==> src/rtl/l1c_pkg.sv <==
package l1c_pkg;
  typedef enum logic [3:0] {
    ST_I = 4'd0, ST_S = 4'd1, ST_O = 4'd2, ST_M = 4'd3, ST_MW = 4'd4,
    ST_MM = 4'd5, ST_MMW = 4'd6, ST_IM = 4'd7, ST_SM = 4'd8, ST_OM = 4'd9,
    ST_IS = 4'd10, ST_SI = 4'd11, ST_OI = 4'd12, ST_MI = 4'd13, ST_II = 4'd14
  } lstate_e;

  typedef enum logic [3:0] {
    EV_LOAD = 4'd0, EV_IFETCH = 4'd1, EV_STORE = 4'd2, EV_REPL = 4'd3,
    EV_FGETS = 4'd4, EV_FGETX = 4'd5, EV_FDMA = 4'd6, EV_OWNX = 4'd7,
    EV_INV = 4'd8, EV_ACK = 4'd9, EV_DATA = 4'd10, EV_XDATA = 4'd11,
    EV_WBACK = 4'd12, EV_WBDATA = 4'd13, EV_WBNACK = 4'd14, EV_ALLACK = 4'd15
  } levent_e;

  typedef enum logic [2:0] {
    RQ_NONE = 3'd0, RQ_GETS = 3'd1, RQ_GETX = 3'd2,
    RQ_PUTS = 3'd3, RQ_PUTO = 3'd4, RQ_PUTX = 3'd5
  } lreq_e;

  typedef enum logic [2:0] {
    RS_NONE = 3'd0, RS_DATA = 3'd1, RS_XDATA = 3'd2, RS_ACK = 3'd3,
    RS_UNBLK = 3'd4, RS_UNBLKX = 3'd5, RS_WBD = 3'd6, RS_WBC = 3'd7
  } lrsp_e;

  typedef enum logic [1:0] {
    PM_NONE = 2'd0, PM_RO = 2'd1, PM_RW = 2'd2
  } lperm_e;
endpackage

==> src/rtl/l1c_perm.sv <==
module l1c_perm
  import l1c_pkg::*;
(
  input  lstate_e st,
  output lperm_e  perm
);
  always_comb begin
    unique case (st)
      ST_MM, ST_MMW:                              perm = PM_RW;
      ST_S, ST_O, ST_M, ST_MW, ST_SM, ST_OM:      perm = PM_RO;
      default:                                    perm = PM_NONE;
    endcase
  end
endmodule

==> src/rtl/l1c_lock_tmr.sv <==
module l1c_lock_tmr #(
  parameter int LOCK_CYCLES = 50
) (
  input  logic clk,
  input  logic rst_n,
  input  logic start,
  input  logic in_lock,
  output logic expire
);
  localparam int CW = $clog2(LOCK_CYCLES + 1);
  logic [CW-1:0] cnt_q;

  always_ff @(posedge clk) begin
    if (!rst_n)                          cnt_q <= '0;
    else if (start)                      cnt_q <= CW'(LOCK_CYCLES - 1);
    else if (in_lock && cnt_q != '0)     cnt_q <= cnt_q - 1'b1;
  end

  assign expire = in_lock && (cnt_q == '0);
endmodule

==> src/rtl/l1c_xtab.sv <==
module l1c_xtab
  import l1c_pkg::*;
(
  input  lstate_e st,
  input  levent_e ev,
  input  logic    ev_valid,
  input  logic    lock_expire,
  input  logic    dirty,
  output lstate_e nxt,
  output lreq_e   req,
  output lrsp_e   rsp,
  output logic    hit,
  output logic    retry,
  output logic    illegal,
  output logic    fill,
  output logic    set_dirty,
  output logic    start_lock
);
  always_comb begin
    nxt = st; req = RQ_NONE; rsp = RS_NONE;
    hit = 1'b0; retry = 1'b0; illegal = 1'b0;
    fill = 1'b0; set_dirty = 1'b0; start_lock = 1'b0;
    if (ev_valid && lock_expire) begin
      retry = 1'b1;
    end else if (ev_valid) begin
      unique case (st)
        ST_I: case (ev)
          EV_LOAD, EV_IFETCH: begin nxt = ST_IS; req = RQ_GETS; end
          EV_STORE:           begin nxt = ST_IM; req = RQ_GETX; end
          EV_REPL:            ;
          EV_INV:             rsp = RS_ACK;
          default:            illegal = 1'b1;
        endcase
        ST_S: case (ev)
          EV_LOAD, EV_IFETCH: hit = 1'b1;
          EV_STORE:           begin nxt = ST_SM; req = RQ_GETX; end
          EV_REPL:            begin nxt = ST_SI; req = RQ_PUTS; end
          EV_INV:             begin nxt = ST_I; rsp = RS_ACK; end
          EV_FGETS, EV_FDMA:  rsp = RS_DATA;
          default:            illegal = 1'b1;
        endcase
        ST_O: case (ev)
          EV_LOAD, EV_IFETCH: hit = 1'b1;
          EV_STORE:           begin nxt = ST_OM; req = RQ_GETX; end
          EV_REPL:            begin nxt = ST_OI; req = RQ_PUTO; end
          EV_FGETX:           begin nxt = ST_I; rsp = RS_XDATA; end
          EV_FGETS, EV_FDMA:  rsp = RS_DATA;
          default:            illegal = 1'b1;
        endcase
        ST_M, ST_MM: case (ev)
          EV_LOAD, EV_IFETCH: hit = 1'b1;
          EV_STORE:           begin nxt = ST_MM; hit = 1'b1; set_dirty = 1'b1; end
          EV_REPL:            begin nxt = ST_MI; req = RQ_PUTX; end
          EV_FGETX:           begin nxt = ST_I; rsp = RS_XDATA; end
          EV_FGETS: begin
            if (st == ST_M) begin nxt = ST_O; rsp = RS_DATA; end
            else            begin nxt = ST_I; rsp = RS_XDATA; end
          end
          EV_FDMA:            rsp = RS_DATA;
          default:            illegal = 1'b1;
        endcase
        ST_MW, ST_MMW: case (ev)
          EV_LOAD, EV_IFETCH: hit = 1'b1;
          EV_STORE:           begin nxt = ST_MMW; hit = 1'b1; set_dirty = 1'b1; end
          EV_REPL, EV_FGETS, EV_FGETX, EV_FDMA, EV_OWNX, EV_INV: retry = 1'b1;
          default:            illegal = 1'b1;
        endcase
        ST_IM: case (ev)
          EV_LOAD, EV_IFETCH, EV_STORE, EV_REPL: retry = 1'b1;
          EV_INV:             rsp = RS_ACK;
          EV_ACK:             ;
          EV_DATA, EV_XDATA:  begin nxt = ST_OM; fill = 1'b1; end
          default:            illegal = 1'b1;
        endcase
        ST_SM: case (ev)
          EV_LOAD, EV_IFETCH: hit = 1'b1;
          EV_STORE, EV_REPL:  retry = 1'b1;
          EV_INV:             begin nxt = ST_IM; rsp = RS_ACK; end
          EV_ACK:             ;
          EV_DATA, EV_XDATA:  begin nxt = ST_OM; fill = 1'b1; end
          EV_FGETS, EV_FDMA:  rsp = RS_DATA;
          default:            illegal = 1'b1;
        endcase
        ST_OM: case (ev)
          EV_LOAD, EV_IFETCH: hit = 1'b1;
          EV_STORE, EV_REPL:  retry = 1'b1;
          EV_OWNX, EV_ACK:    ;
          EV_FGETX:           begin nxt = ST_IM; rsp = RS_XDATA; end
          EV_FGETS, EV_FDMA:  rsp = RS_DATA;
          EV_ALLACK:          begin nxt = ST_MMW; rsp = RS_UNBLKX; start_lock = 1'b1; end
          default:            illegal = 1'b1;
        endcase
        ST_IS: case (ev)
          EV_LOAD, EV_IFETCH, EV_STORE, EV_REPL: retry = 1'b1;
          EV_INV:             rsp = RS_ACK;
          EV_DATA:            begin nxt = ST_S; rsp = RS_UNBLK; fill = 1'b1; end
          EV_XDATA: begin
            nxt = ST_MW; rsp = RS_UNBLKX; fill = 1'b1; start_lock = 1'b1;
          end
          default:            illegal = 1'b1;
        endcase
        ST_SI, ST_OI, ST_MI: case (ev)
          EV_LOAD, EV_IFETCH, EV_STORE, EV_REPL: retry = 1'b1;
          EV_WBACK:           nxt = ST_I;
          EV_WBDATA:          begin nxt = ST_I; rsp = dirty ? RS_WBD : RS_WBC; end
          EV_WBNACK: begin
            if (st == ST_SI) illegal = 1'b1;
            else             nxt = ST_OI;
          end
          EV_FGETX: begin
            if (st == ST_SI) illegal = 1'b1;
            else begin nxt = ST_II; rsp = RS_XDATA; end
          end
          EV_FGETS: begin
            if (st == ST_SI) illegal = 1'b1;
            else begin nxt = ST_OI; rsp = RS_DATA; end
          end
          EV_FDMA: begin
            if (st == ST_SI) illegal = 1'b1;
            else             rsp = RS_DATA;
          end
          default:            illegal = 1'b1;
        endcase
        ST_II: case (ev)
          EV_LOAD, EV_IFETCH, EV_STORE, EV_REPL: retry = 1'b1;
          EV_WBNACK:          nxt = ST_I;
          default:            illegal = 1'b1;
        endcase
        default: illegal = 1'b1;
      endcase
    end
  end
endmodule

==> src/rtl/l1_line_coh.sv <==
module l1_line_coh
  import l1c_pkg::*;
#(
  parameter int LOCK_CYCLES = 50
) (
  input  logic       clk,
  input  logic       rst_n,
  input  logic       evt_valid,
  input  logic [3:0] evt_code,
  input  logic       evt_dirty,
  output logic [3:0] state_o,
  output logic [1:0] perm_o,
  output logic [2:0] req_cmd_o,
  output logic [2:0] rsp_cmd_o,
  output logic       hit_o,
  output logic       retry_o,
  output logic       err_o
);
  lstate_e st_q, x_nxt;
  lreq_e   x_req;
  lrsp_e   x_rsp;
  lperm_e  perm;
  logic    dirty_q, err_q;
  logic    x_hit, x_retry, x_ill, x_fill, x_sd, x_start;
  logic    in_lock, expire, consume;

  assign in_lock = (st_q == ST_MW) || (st_q == ST_MMW);
  assign consume = evt_valid && !x_retry && !x_ill;

  l1c_lock_tmr #(.LOCK_CYCLES(LOCK_CYCLES)) u_tmr (
    .clk(clk), .rst_n(rst_n), .start(x_start), .in_lock(in_lock), .expire(expire)
  );

  l1c_xtab u_xtab (
    .st(st_q), .ev(levent_e'(evt_code)), .ev_valid(evt_valid),
    .lock_expire(expire), .dirty(dirty_q),
    .nxt(x_nxt), .req(x_req), .rsp(x_rsp), .hit(x_hit), .retry(x_retry),
    .illegal(x_ill), .fill(x_fill), .set_dirty(x_sd), .start_lock(x_start)
  );

  l1c_perm u_perm (.st(st_q), .perm(perm));

  always_ff @(posedge clk) begin
    if (!rst_n) begin
      st_q    <= ST_I;
      dirty_q <= 1'b0;
      err_q   <= 1'b0;
    end else begin
      err_q <= err_q | x_ill;
      if (expire) begin
        st_q <= (st_q == ST_MW) ? ST_M : ST_MM;
      end else if (consume) begin
        st_q <= x_nxt;
        if (x_nxt == ST_I) dirty_q <= 1'b0;
        else if (x_sd)     dirty_q <= 1'b1;
        else if (x_fill)   dirty_q <= evt_dirty;
      end
    end
  end

  assign state_o   = st_q;
  assign perm_o    = perm;
  assign req_cmd_o = x_req;
  assign rsp_cmd_o = x_rsp;
  assign hit_o     = x_hit;
  assign retry_o   = x_retry;
  assign err_o     = err_q;
endmodule

==> config.mk <==
export PLATFORM = sky130hd
export DESIGN_NAME = l1_line_coh
export DESIGN_NICKNAME = d
export VERILOG_FILES = /design/src/rtl/l1c_pkg.sv /design/src/rtl/l1c_perm.sv /design/src/rtl/l1c_lock_tmr.sv /design/src/rtl/l1c_xtab.sv /design/src/rtl/l1_line_coh.sv
export SDC_FILE = /design/constraint.sdc
export NUM_CORES = 1
export LEC_CHECK = 0
export ABC_AREA = 1
export BUFFER_PORTS_ARGS = -buffer_cell sky130_fd_sc_hd__buf_4
export CAP_MARGIN = 25
export CORE_MARGIN = 2
export CORE_UTILIZATION = 25
export CTS_CLUSTER_DIAMETER = 120
export CTS_CLUSTER_SIZE = 8
export DETAILED_ROUTE_END_ITERATION = 6
export PLACE_DENSITY = 0.38
export SETUP_SLACK_MARGIN = 0.2
export SKIP_CTS_REPAIR_TIMING = 1
export SLEW_MARGIN = 20
export SYNTH_ARGS = -nofsm -noshare
export SYNTH_HDL_FRONTEND = slang
export SYNTH_SLANG_ARGS = --single-unit
==> constraint.sdc <==
create_clock -name clk -period 3.3 [get_ports clk]
set_input_delay 0 -clock clk [delete_from_list [all_inputs] [get_ports clk]]
set_output_delay 0 -clock clk [all_outputs]
set_load 0.01 [all_outputs]
# Yosys cells after proc, flatten, opt, wreduce, memory -nomap -nowiden
# Memory sizes are Yosys's and may differ from the RTL's. A register that Yosys moved wholly into a read port is not among the register bits.
# Cells that the tools add are included.
[totals]
ff_bits = 12
mem_bits_ro = 32
out_inout_bits = 15
elab_cells = 174
mem_count = 1
[mem_list]
columns = ["memory", "depth", "word_bits", "rd", "rd_ports_with_merged_regs", "wr", "line_no", "text"]
rows = [
  ["(name not given)", 16, 2, 1, 1, 0, "l1c_perm.sv:8", "unique case (st)"],
]
[op_classes]
n_addsub = 1
eq_ne = 29
mux = 86
n_bitwise = 3
n_reduce_logical = 49
[op_table]
columns = ["cell", "count"]
rows = [
  ["$eq 4x4->1 const B", 15],
  ["$mux 4", 11],
  ["$pmux 4 s11", 1],
  ["$mux 1", 38],
  ["$pmux 3 s3", 4],
  ["$pmux 4 s3", 3],
  ["$eq 4x3->1 const B", 8],
  ["$pmux 4 s2", 4],
  ["$reduce_or 2->1", 12],
  ["$pmux 3 s7", 1],
  ["$reduce_or 7->1", 3],
  ["$reduce_or 10->1", 2],
  ["$mux 3", 6],
  ["$reduce_or 6->1", 3],
  ["$eq 4x2->1 const B", 4],
  ["$pmux 2 s2", 4],
  ["$pmux 4 s4", 1],
  ["$reduce_or 4->1", 4],
  ["$logic_not 4->1", 3],
  ["$mux 6", 2],
  ["$pmux 3 s4", 1],
  ["$reduce_or 3->1", 4],
  ["$pmux 1 s10", 1],
  ["$reduce_or 5->1", 2],
  ["other kinds (18)", 31],
]

# Longest topological paths before layout
[depth]
ltp_word = 13
mapped_depth = 19

# Cells and area by module
# Synthesis repeated with hierarchy kept, for this count alone.
[unflattened]
cells_unflattened = 383
area_unflattened_um2 = 1901.8
[by_module_without_submodules]
columns = ["mod", "instances", "cells_each", "area_each_um2"]
rows = [
  ["l1c_xtab", 1, 260, 1162.4],
  ["l1c_lock_tmr", 1, 58, 357.8],
  ["l1_line_coh", 1, 53, 325.3],
  ["l1c_perm", 1, 12, 56.3],
]

# Worst setup path before layout
# OpenSTA, ideal clock, no wires.
[synth_path]
kind = "register to register"
start = "reg st_q[1], in the netlist state_o[1]"
end = "reg u_perm.perm[0] (netlist name)"
setup_time_ps = 110
arrival_ps = 1767
required_time_ps = 3190
path_slack_ps = 1423
path_stages_with_launch = 18
period_less_slack_ps = 1877
path_cell_list = "dfxtp_1 buf_2 nand2_1 nor2_1 nand3_1 nand2_1 nor2_1 nand3_1 nor2_1 nand2_1 nand2_1 nand2_1 nand3_1 ha_1 nand2_1 nand2_1 nand2_1 nor2_1"
[synth_between]
elab_chain_cells = 11
elab_cells_between_ends = 59
[synth_lines]
columns = ["element", "line_no", "text"]
rows = [
  ["from (decl)", "l1_line_coh.sv:19", "lstate_e st_q, x_nxt;"],
  ["from (signal assigned)", "l1_line_coh.sv:51", "st_q <= (st_q == ST_MW) ? ST_M : ST_MM;"],
  ["from (signal assigned)", "l1_line_coh.sv:53", "st_q <= x_nxt;"],
  ["$eq 4x4->1 (tied with other cells)", "-", ""],
  ["$mux 1 (tied with other cells)", "-", ""],
  ["$pmux 1 s2 (tied with other cells)", "l1c_xtab.sv:102", "ST_SI, ST_OI, ST_MI: case (ev)"],
  ["$pmux 1 s10 (tied with other cells)", "l1c_xtab.sv:26", "unique case (st)"],
  ["$mux 1 (on tied branches)", "l1c_xtab.sv:25, l1c_xtab.sv:23", ""],
  ["$mux 1 / $logic_not 1->1 (equally long branches)", "l1c_xtab.sv:23, l1_line_coh.sv:28", ""],
  ["$logic_not 1->1 / $logic_and 1x1->1 (equally long branches)", "l1_line_coh.sv:28", "assign consume = evt_valid && !x_retry && !x_ill;"],
  ["$logic_and 1x1->1", "l1_line_coh.sv:28", ""],
  ["$reduce_bool 2->1 (no line)", "-", ""],
  ["$mux 4 (no line) * (2 in a row)", "-", ""],
]
# Mark *: on every way between the ends. The rest lies on a longest branch, timed or not. The select of a mux whose other input is x is not followed.
# A chain may end at the register's enable or synchronous reset.

# Final worst setup path
[layout_path]
start = "reg st_q[2], in the netlist state_o[2]"
end = "reg u_perm.perm[0] (netlist name)"
[layout_between]
elab_chain_cells = 11
elab_cells_between_ends = 59
[layout_lines]
columns = ["element", "line_no"]
rows = [
  ["$eq 4x4->1 (tied with other cells)", "-"],
  ["$mux 1 (tied with other cells)", "-"],
  ["$pmux 1 s2 (tied with other cells)", "l1c_xtab.sv:102"],
  ["$pmux 1 s10 (tied with other cells)", "l1c_xtab.sv:26"],
  ["$mux 1 (on tied branches)", "l1c_xtab.sv:25, l1c_xtab.sv:23"],
  ["$mux 1 / $logic_not 1->1 (equally long branches)", "l1c_xtab.sv:23, l1_line_coh.sv:28"],
  ["$logic_not 1->1 / $logic_and 1x1->1 (equally long branches)", "l1_line_coh.sv:28"],
  ["$logic_and 1x1->1", "l1_line_coh.sv:28"],
  ["$reduce_bool 2->1 (no line)", "-"],
  ["$mux 4 (no line) * (2 in a row)", "-"],
]
# Marks and branches as above.

==> flow_metrics.py <==
metrics = {
    "outcome": {
        "status": "completed",
    },
    "logic_synthesis": {
        "ys_types": 38,
        "synthCells": 342,
        "synth_top_flop_cell": "dfxtp_1",
        "synth_warnings": 0,
        "yosysTopAreaCell": "nand2_1",
        "synth_fp_nets": 352,
        "synthArstFlopShare": 0,
        "synth_enable_flop_cells": 0,
        "synth_top_cell_area_share": 0.1802,
        "netlist_top_cells_area": "nand2_1, dfxtp_1, nor2_1",
        "syn_avg_cell_area_um2": 5.543,
        "yosys_register_bits": 14,
        "netlist_area_mm2": 0.001896,
        "ys_seq_area_frac": 0.1479,
    },
    "timing": {
        "max_freq_mhz": 405.1,
        "setup_viol": 0,
        "min_period_ns": 2.469,
        "hold_viol_final": 0,
        "rsz0062_at_grt": "no",
        "skew_ns": 0.001436,
        "worst_pin_slew_ns": 0.4667,
        "slew-limit-headroom": 0.6856,
        "final-max-slew-violation-count": 0,
        "fin_setup_tns_ns": 0,
        "fin_crit_sh": 0.7481,
    },
    "drt": {
        "first_pass_iters": 5,
        "wl_per_cell_um": 15.10,
        "vias": 2313,
        "drt_wl_total_um": 6931,
        "final_antenna_net_count": 0,
        "drt_iter0_drc": 261,
        "drc": 0,
        "viasPerCell": 5.039,
    },
    "worst_setup_path": {
        "cp_common_cell": "nand2_1",
        "cp_max_fo": 9,
        "end_kind": "register",
        "rrSetupSlack_ns": 0.83,
        "crit_buf_inv": 1,
        "reg2reg_to": "u_perm.perm[0]$_DFF_P_",
        "worst_setup_path_start_kind": "register",
        "r2r-start": "state_o[2]$_SDFFE_PN0N_",
        "worst-setup-path-type": "register to register",
        "crit_path_top_delay_cell": "dfxtp_1",
        "required_ns": 3.44,
        "slowest_delay_ns": 0.61,
        "rr_worst_depth": 16,
        "crit_family": "simple AND/OR/NAND/NOR gates",
        "crit_start": "state_o[2]$_SDFFE_PN0N_",
        "cp_num_cells": 16,
        "crit_end": "u_perm.perm[0]$_DFF_P_",
        "worstPathArrival_ns": 2.61,
        "worstPathCellList": "inv_2, nor2_1, nand2_1, nor2_1, nor2_1, nand3_1, nor2_1, nand2_1, nand2_1, nand2_1, nand3_1, ha_1, nand2_1, nand2_1, nand2_1, nor2_1",
    },
    "clocking": {
        "cts.sink_count": 14,
        "clk_latency_ns": 0.24,
        "cts_tree": "yes",
        "cts_root_buffer": "clkbuf_8",
        "cts_buffers": 3,
        "clk_path_buf_depth": 2,
        "clk_pin_slew_ns": 0.06,
        "htree_levels": 1,
    },
    "finish": {
        "multiInputGateArea_mm2": 0.001371,
        "drive_gt1_frac": 0.2000,
        "nFillCells": 881,
        "fin_util": 0.2968,
        "syn2layout_area_growth_pct": 14.19,
        "n_antenna_cell": 0,
        "regArea_um2": 280.3,
        "stdcell_count": 459,
        "nNetsFinal": 372,
    },
    "power": {
        "leakagePower_nw": 1.079,
        "irDropWorstVdd_mv": 0.1476,
        "cellPowerDensity_mw_per_mm2": 348.3,
    },
    "place": {
        "dp_cells": 456,
        "dp_hpwl_um": 5581,
        "io_buffers": 22,
        "place_congestion": 0.9162,
    },
    "floorplanning": {
        "die_h_um": 91.08,
        "dieArea_mm2": 0.008295,
        "rows": 31,
        "start_util": 0.2600,
        "core_mm2": 0.007292,
        "die_x_um": 91.08,
        "pin_count": 23,
    },
    "hold_path": {
        "hold_class": "input pin to register",
    },
    "grt": {
        "grt_overflow_total": 0,
        "antenna_found_initial": 0,
        "grt_pass1_wl_um": 11280,
        "grt_pass1_vias": 2218,
        "track_usage": 0.1686,
        "grt_max_degree": 11,
    },
    "flow_run": {
        "drv_cap": 0,
    },
}
[cell usage in the layout, fill, tap and decap left out, drive strengths merged, types with 4 or more instances in the layout]
| master | netlist | routed |
|---|---|---|
| dfxtp | 14 | 14 |
| a21oi | 10 | 10 |
| inv | 46 | 46 |
| nor3 | 5 | 5 |
| o21ai | 18 | 18 |
| a31oi | 6 | 6 |
| buf | 7 | 22 |
| nand3b | 4 | 4 |
| nand3 | 36 | 36 |
| nor2 | 77 | 77 |
| nand2 | 99 | 99 |
[flip-flops by register name, summed over array words and instances (netlist names)]
name / flops
err_o: 1
state_o: 4
u_perm.perm: 2
u_tmr.cnt_q: 6
dirty_q: 1
[logic make-up (layout without fill, tap and decap cells)]
kind of cell	count (synthesis)	count (layout)	share of synthesized area
fa+ha+maj	2	2	0.01320
simple gates	227	227	0.5690
buf+inv	55	73	0.1287
flops	14	14	0.1479
compound gates	41	41	0.1274
xor+xnor	3	3	0.01386
[metal layers]
| metal | track usage | share of wire | vias up |
|---|---|---|---|
| met2 | 0.2679 | 0.45 | 112 |
| li1 | - | - | 1132 |
| met5 | 0 | 0 | - |
| met3 | 0.02905 | 0.066 | 8 |
| met1 | 0.2378 | 0.47 | 1061 |
| met4 | 0.03662 | 0.014 | 0 |
[worst register-to-register path: cells and delay by family, from the launching register on]
family	cells	cell delay [ns]
adder cells (fa/ha/maj)	1	0.21
AND/OR/NAND/NOR	14	1.42
buffers and inverters	1	0.14
flip-flops	1	0.61
[Yosys cell counts (2+ instances only)]
cell type	instances
a211oi_1	3
nor2_2	5
nand3b_1	4
a21oi_1	9
nand2_2	6
dfxtp_1	14
buf_4	3
xor2_1	2
nand2_4	2
nand3_2	5
o21ai_0	13
nand4_1	3
nand3_1	30
buf_6	3
inv_1	31
o21ai_1	3
nor2_1	64
a31oi_1	6
nand2_1	91
inv_2	14
o21ai_2	2
nor2_4	8
ha_1	2
clkinv_1	2
nor3_1	4
[how the worst min path moves through the flow]
| stage | start | endpoint | slack, ns | depth (start not counted) |
|---|---|---|---|---|
| floorplan | rst_n | state_o[0]$_SDFFE_PN0N_ | 0.13 | 2 |
| global placement | rst_n | state_o[0]$_SDFFE_PN0N_ | 0.34 | 3 |
| detailed placement | rst_n | state_o[0]$_SDFFE_PN0N_ | 0.33 | 3 |
| CTS | rst_n | state_o[0]$_SDFFE_PN0N_ | 0.08 | 3 |
| global route | rst_n | state_o[0]$_SDFFE_PN0N_ | 0.1 | 3 |
| finish | rst_n | state_o[0]$_SDFFE_PN0N_ | 0.08 | 3 |
[power by group]
group	leakage (nW)	total (mW)	switching, mW	internal [mW]
sequential	0.114	0.217	0.0303	0.187
clock	0.0216	0.141	0.0607	0.0807
combinational	0.943	0.395	0.265	0.130
[area by class of cell]
type	count	area share
multi-input cells	273	0.6335
flip-flops and latches	14	0.1295
inverters	48	0.08439
repair buffers	22	0.07630
well taps	99	0.05723
clock buffers	3	0.01908
[metrics by stage]
stage               setup slack [ns]  power, mW  hold WS [ns]  cell area [um2]
floorplan                      1.423     0.4917        0.1330             1896
detailed placement            0.8882     0.6104        0.3279             2123
global placement              0.7184     0.6319        0.3414             2123
finish                        0.8314     0.7539       0.07651             2165
global route                  0.6557     0.8111       0.09617             2165
CTS                           0.8592     0.7570       0.07675             2165
(Power assumes the default switching activity.)
